$ cat src/rtl/swf_pkg.sv
package swf_pkg;

  typedef enum logic [1:0] {
    PS_FWD = 2'd0,
    PS_BLK = 2'd1,
    PS_LRN = 2'd2,
    PS_DIS = 2'd3
  } pstate_e;

  localparam int ST_W = 2;
  localparam logic SEL_STATE  = 1'b0;
  localparam logic SEL_MIRROR = 1'b1;

endpackage

$ cat src/rtl/swf_cfg_regs.sv
module swf_cfg_regs
  import swf_pkg::*;
#(
  parameter int N_PORTS = 3,
  localparam int STATE_W = ST_W * N_PORTS,
  localparam int MIR_W   = 2 * N_PORTS + 3
) (
  input  logic               clk,
  input  logic               rst_n,
  input  logic               cfg_we,
  input  logic               cfg_sel,
  input  logic [MIR_W-1:0]   cfg_wdata,
  output logic [STATE_W-1:0] state_q,
  output logic [MIR_W-1:0]   mirror_q
);

  logic               state_en, mirror_en;
  logic [STATE_W-1:0] state_d;
  logic [MIR_W-1:0]   mirror_d;

  always_comb begin
    state_en  = cfg_we && (cfg_sel == SEL_STATE);
    mirror_en = cfg_we && (cfg_sel == SEL_MIRROR);
    state_d   = cfg_wdata[STATE_W-1:0];
    mirror_d  = cfg_wdata;
  end

  always_ff @(posedge clk or negedge rst_n) begin
    if (!rst_n) begin
      state_q <= '0;
    end else if (state_en) begin
      state_q <= state_d;
    end
  end

  always_ff @(posedge clk or negedge rst_n) begin
    if (!rst_n) begin
      mirror_q <= '0;
    end else if (mirror_en) begin
      mirror_q <= mirror_d;
    end
  end

endmodule

$ cat src/rtl/swf_port_gate.sv
module swf_port_gate
  import swf_pkg::*;
#(
  parameter int N_PORTS = 3,
  localparam int STATE_W = ST_W * N_PORTS,
  localparam int PIDX_W  = $clog2(N_PORTS + 1)
) (
  input  logic [STATE_W-1:0] state_q,
  input  logic [PIDX_W-1:0]  src,
  output logic [N_PORTS-1:0] egr_fwd,
  output logic [N_PORTS-1:0] src_oh,
  output pstate_e            src_state,
  output logic               src_valid
);

  for (genvar p = 0; p < N_PORTS; p++) begin : g_port
    assign egr_fwd[p] = (pstate_e'(state_q[ST_W*p +: ST_W]) == PS_FWD);
    assign src_oh[p]  = (src == PIDX_W'(p));
  end

  always_comb begin
    src_state = PS_DIS;
    for (int p = 0; p < N_PORTS; p++) begin
      if (src_oh[p]) src_state = pstate_e'(state_q[ST_W*p +: ST_W]);
    end
    src_valid = |src_oh;
  end

endmodule

$ cat src/rtl/swf_mirror.sv
module swf_mirror
  import swf_pkg::*;
#(
  parameter int N_PORTS = 3,
  localparam int MIR_W     = 2 * N_PORTS + 3,
  localparam int RX_BIT    = 1,
  localparam int TX_BIT    = 0,
  localparam int MIRD_LO   = 2,
  localparam int SNIF_LO   = MIRD_LO + N_PORTS,
  localparam int SALL_BIT  = SNIF_LO + N_PORTS
) (
  input  logic [MIR_W-1:0]   mirror_q,
  input  logic [N_PORTS-1:0] src_oh,
  input  pstate_e            src_state,
  input  logic [N_PORTS-1:0] normal_mask,
  output logic [N_PORTS-1:0] final_mask
);

  logic               sniff_all, rx_en, tx_en;
  logic [N_PORTS-1:0] sniffer, mirrored;
  logic               src_mirrored, src_admits, rx_hit, tx_hit;

  always_comb begin
    sniff_all    = mirror_q[SALL_BIT];
    sniffer      = mirror_q[SNIF_LO +: N_PORTS];
    mirrored     = mirror_q[MIRD_LO +: N_PORTS];
    rx_en        = mirror_q[RX_BIT];
    tx_en        = mirror_q[TX_BIT];
    src_mirrored = |(mirrored & src_oh);
    src_admits   = (src_state == PS_FWD) ||
                   (sniff_all && (src_state != PS_DIS));
    rx_hit       = rx_en && src_mirrored && src_admits;
    tx_hit       = tx_en && (|(normal_mask & mirrored));
    final_mask   = (normal_mask | ((rx_hit || tx_hit) ? sniffer : '0)) & ~src_oh;
  end

endmodule

$ cat src/rtl/swf_egress_filter.sv
module swf_egress_filter
  import swf_pkg::*;
#(
  parameter int N_PORTS = 3,
  localparam int STATE_W = ST_W * N_PORTS,
  localparam int MIR_W   = 2 * N_PORTS + 3,
  localparam int PIDX_W  = $clog2(N_PORTS + 1)
) (
  input  logic               clk,
  input  logic               rst_n,
  input  logic               cfg_we,
  input  logic               cfg_sel,
  input  logic [MIR_W-1:0]   cfg_wdata,
  input  logic               req_valid,
  input  logic [PIDX_W-1:0]  req_src,
  input  logic [N_PORTS-1:0] req_dmask,
  output logic               dec_valid,
  output logic [N_PORTS-1:0] dec_emask,
  output logic               dec_learn
);

  logic [STATE_W-1:0] state_q;
  logic [MIR_W-1:0]   mirror_q;
  logic [N_PORTS-1:0] egr_fwd, src_oh, normal_mask, final_mask;
  pstate_e            src_state;
  logic               src_valid, learn_ok;

  logic               valid_d, learn_d;
  logic [N_PORTS-1:0] emask_d;

  swf_cfg_regs #(.N_PORTS(N_PORTS)) u_regs (
    .clk       (clk),
    .rst_n     (rst_n),
    .cfg_we    (cfg_we),
    .cfg_sel   (cfg_sel),
    .cfg_wdata (cfg_wdata),
    .state_q   (state_q),
    .mirror_q  (mirror_q)
  );

  swf_port_gate #(.N_PORTS(N_PORTS)) u_gate (
    .state_q   (state_q),
    .src       (req_src),
    .egr_fwd   (egr_fwd),
    .src_oh    (src_oh),
    .src_state (src_state),
    .src_valid (src_valid)
  );

  always_comb begin
    normal_mask = (src_state == PS_FWD) ? (req_dmask & egr_fwd & ~src_oh) : '0;
    learn_ok    = src_valid && ((src_state == PS_FWD) || (src_state == PS_LRN));
  end

  swf_mirror #(.N_PORTS(N_PORTS)) u_mirror (
    .mirror_q    (mirror_q),
    .src_oh      (src_oh),
    .src_state   (src_state),
    .normal_mask (normal_mask),
    .final_mask  (final_mask)
  );

  always_comb begin
    valid_d = req_valid;
    emask_d = req_valid ? final_mask : '0;
    learn_d = req_valid && learn_ok;
  end

  always_ff @(posedge clk or negedge rst_n) begin
    if (!rst_n) begin
      dec_valid <= 1'b0;
      dec_emask <= '0;
      dec_learn <= 1'b0;
    end else begin
      dec_valid <= valid_d;
      dec_emask <= emask_d;
      dec_learn <= learn_d;
    end
  end

endmodule

$ cat config.mk
export PLATFORM = sky130hd
export DESIGN_NAME = swf_egress_filter
export DESIGN_NICKNAME = d
export VERILOG_FILES = /design/src/rtl/swf_pkg.sv /design/src/rtl/swf_cfg_regs.sv /design/src/rtl/swf_port_gate.sv /design/src/rtl/swf_mirror.sv /design/src/rtl/swf_egress_filter.sv
export SDC_FILE = /design/constraint.sdc
export NUM_CORES = 1
export LEC_CHECK = 0
export ABC_AREA = 1
export BUFFER_PORTS_ARGS = -buffer_cell sky130_fd_sc_hd__buf_4
export CORE_ASPECT_RATIO = 0.6
export CORE_MARGIN = 1
export CORE_UTILIZATION = 30
export CTS_BUF_LIST = sky130_fd_sc_hd__clkbuf_8 sky130_fd_sc_hd__clkbuf_16
export CTS_CLUSTER_DIAMETER = 50
export DETAILED_ROUTE_END_ITERATION = 6
export PLACE_DENSITY = 0.5
export SETUP_SLACK_MARGIN = 0.5
export SLEW_MARGIN = 20
export SYNTH_ARGS = -nofsm -noshare
export SYNTH_HDL_FRONTEND = slang
export SYNTH_SLANG_ARGS = --single-unit
export TNS_END_PERCENT = 1
$ cat constraint.sdc
create_clock -name clk -period 1.3 [get_ports clk]
set_input_delay 0.26 -clock clk [delete_from_list [all_inputs] [get_ports clk]]
set_output_delay 0.26 -clock clk [all_outputs]
set_load 0.05 [all_outputs]
==> impl_metrics.ini <==
[clocking]
cts.htree.levels = 1
cts_sinks = 20
clk_latency_ns = 0.27
cts_tree = yes
cts_buffers = 3
cts_max_path_buffers = 2
clk_pin_slew_ns = 0.08
cts_root_buf = clkbuf_8

[critical_path]
worstPathRequired_ns = 1.49
arrival_ns = 1.59
path_class = register to register
cpMaxStageDelayCell = dfrtp_1
slowest_delay_ns = 0.41
cp_max_fo = 4
startpoint_type = register
path_cells = nand3b_1 -> nand3_2 -> nand4_1 -> nand3_1 -> nand2_1 -> nand2_2 -> nand2_1 -> a21oi_2
end_kind = register
worst_path_most_repeated_cell = nand2_1

[detailed_routing]
dr_wl_met2_um = 950
wl_um = 2256
detail_route.first_pass.iterations = 4
viasPerCell = 4.471
drt-met1-wl_um = 1102
detail-route-antenna-nets = 0
wl_met3_um = 203
vias = 845
first_iter_violations = 29
post-route-drc-count = 0
routedWlPerCell_um = 11.94
maxUsedRoutingLayer = met3

[timing]
min_period_ns = 1.392
finalClockSkew_ns = 0.007483
post-route-period-util_pct = 107.1
rsz0062_at_grt = yes
max_freq_mhz = 718.5
max_slew_margin_pct = 70.29
fin_ws_ns = -0.09184
finalSetupViolCount = 3
hold_violations = 0
report.final.slew_viol_count = 0
tightest_slew_ns = 0.4446

[floorplan]
std_cell_rows = 15
initial_core_util_pct = 32.57
pin_count = 24
die_w_um = 75.26
die_area_um2 = 3458
die_y_um = 45.95
core_um2 = 2965

[finish]
final_nets = 167
nFillCells = 310
synthToLayoutAreaGrowth_pct = 41.71
fin_area_um2 = 1369
drive_gt1_share_pct = 39.46
n_antenna_cell = 0

[pwr]
powerDensity_nw_per_um2 = 1249
ir_drop_mv = 0.4635
p_leak_nw = 0.6716

[placed_design]
numPortBuffers = 23
dp_hpwl_um = 1698
place.gp.congestion = 0.8709
dpl-instance-area_um2 = 1229
dp_worst_setup_slack_ns = -0.09255

[yosys]
synth-compound-area-share_pct = 13.21
yosys.area_share.xor_xnor_pct = 0
synth_mux_area_share_pct = 3.497
synthSimpleGateAreaFrac_pct = 25.26
ys_types = 17
synth_seq_cells = 20
synth_fp_nets = 133
netlist_instances = 114
yosys_warnings = 0
synth_top_family_by_area = simple AND/OR/NAND/NOR gates
synth_area_um2 = 965.9
seq_area_frac_synth_pct = 51.81
syn_area_per_cell_um2 = 8.473
yosys.area_share.adder_pct = 0

[grt]
grt.total_usage_pct = 14.90
grt_pass1_wl_um = 3622
grt_pass1_vias = 738
antenna_found_initial = 0
grt_remaining_overflow = 0
grt_max_degree = 21

[run]
cap_violations = 0

[run_status]
violations = negative setup slack
status = finished, violations left

[hold_path]
hold_class = input pin to register
==> registers in the layout, indices dropped and copies added, names as in the netlist <==
signal / count
u_regs.state_q: 6
dec_emask: 3
dec_valid: 1
u_regs.mirror_q: 9
dec_learn: 1
==> worst paths after layout <==
check,startpoint,endpoint,slack (ns),depth (start not counted)
worst max-delay path,u_regs.state_q[5],dec_emask[2],-0.09,8
worst min-delay path,req_valid,dec_valid,0.13,1
worst max register to register,u_regs.state_q[5],dec_emask[2],-0.09,8
worst min register to register,u_regs.state_q[3],u_regs.state_q[3],0.51,2
max in group asynchronous,rst_n,u_regs.mirror_q[6],0.67,2
min in group asynchronous,rst_n,u_regs.state_q[3],0.40,2
==> kinds of logic (layout without fill, tap and decap cells) <==
kind of cell	count (synthesis)	after routing
buffers and inverters	16	49
and+or+nand+nor	55	55
AOI/OAI and AO/OA	20	20
muxes	3	3
DFF	20	20
==> layout by cell type (no fill, tap or decap), types with 4 or more instances in the layout <==
cell type / instances
o21ai_1: 12
nor2_1: 9
nand2_1: 27
inv_1: 10
nand2_2: 7
buf_4: 24
inv_2: 4
dfrtp_1: 20
buf_6: 6
==> power breakdown <==
part           leakage [nW]  internal (mW)  switching, mW
clock network        0.0357          0.411          0.223
registers             0.250          0.690         0.0504
logic                 0.386          0.152          0.184
total                 0.672           1.25          0.457
==> layout make-up <==
type,instances,area (um^2),area share [%]
well taps,42,52.55,3.839
repair buffers,31,257.7,18.83
multi-input cells,78,434.2,31.72
inverters,14,52.55,3.839
clock buffers,3,41.29,3.016
flip-flops and latches,20,500.5,36.56
clock inverters,1,30.03,2.194
==> critical path, delay by kind of cell (launching register included) <==
family	cells	cell delay, ns
AND/OR/NAND/NOR	7	0.80
flip-flops	1	0.41
AO/OA/AOI/OAI	1	0.11
==> cells in the mapped netlist <==
library cell	n	area, um^2
nand2_1	32	120.1
dfrtp_1	20	500.5
o21ai_1	13	65.06
inv_1	11	41.29
nor2_1	10	37.54
a21oi_2	3	26.28
inv_2	3	11.26
mux2_2	3	33.78
nand2_2	3	18.77
nand3_1	3	15.01
nand4_1	3	18.77
o21ai_0	3	15.01
clkbuf_1	2	7.510
nand3_2	2	20.02
a31oi_4	1	21.27
nand3b_1	1	7.510
nor2_2	1	6.260
==> through the flow <==
step / hold WS (ns) / instances / setup TNS [ns] / power [mW] / utilization (%)
2_1_floorplan: -0.03559 / 114 / 0 / 0.9150 / -
3_5_place_dp: 0.1556 / 183 / -0.2636 / 1.054 / 41.43
3_3_place_gp: 0.1547 / 183 / -0.2219 / 1.050 / 41.43
4_1_cts: 0.1294 / 189 / -0.2694 / 1.714 / 45.27
5_1_grt: 0.1274 / 189 / -0.5201 / 1.797 / 46.16
6_report: 0.1332 / 189 / -0.2383 / 1.710 / 46.16
==> layer usage <==
layer,global-route usage [%],vias up
li1,-,434
met1,20.14,382
met2,22.34,29
met3,6.416,0
met4,2.963,0
met5,0,-
==> timing repair <==
item                                   CTS  global route
setup endpoints to repair                9            10
pin swaps                               10             6
buffers inserted                         1             0
hold buffers                             1             0
gates resized for setup                  8             8
endpoints found under the hold margin   20             0
Power figures use the tool's default switching activity.
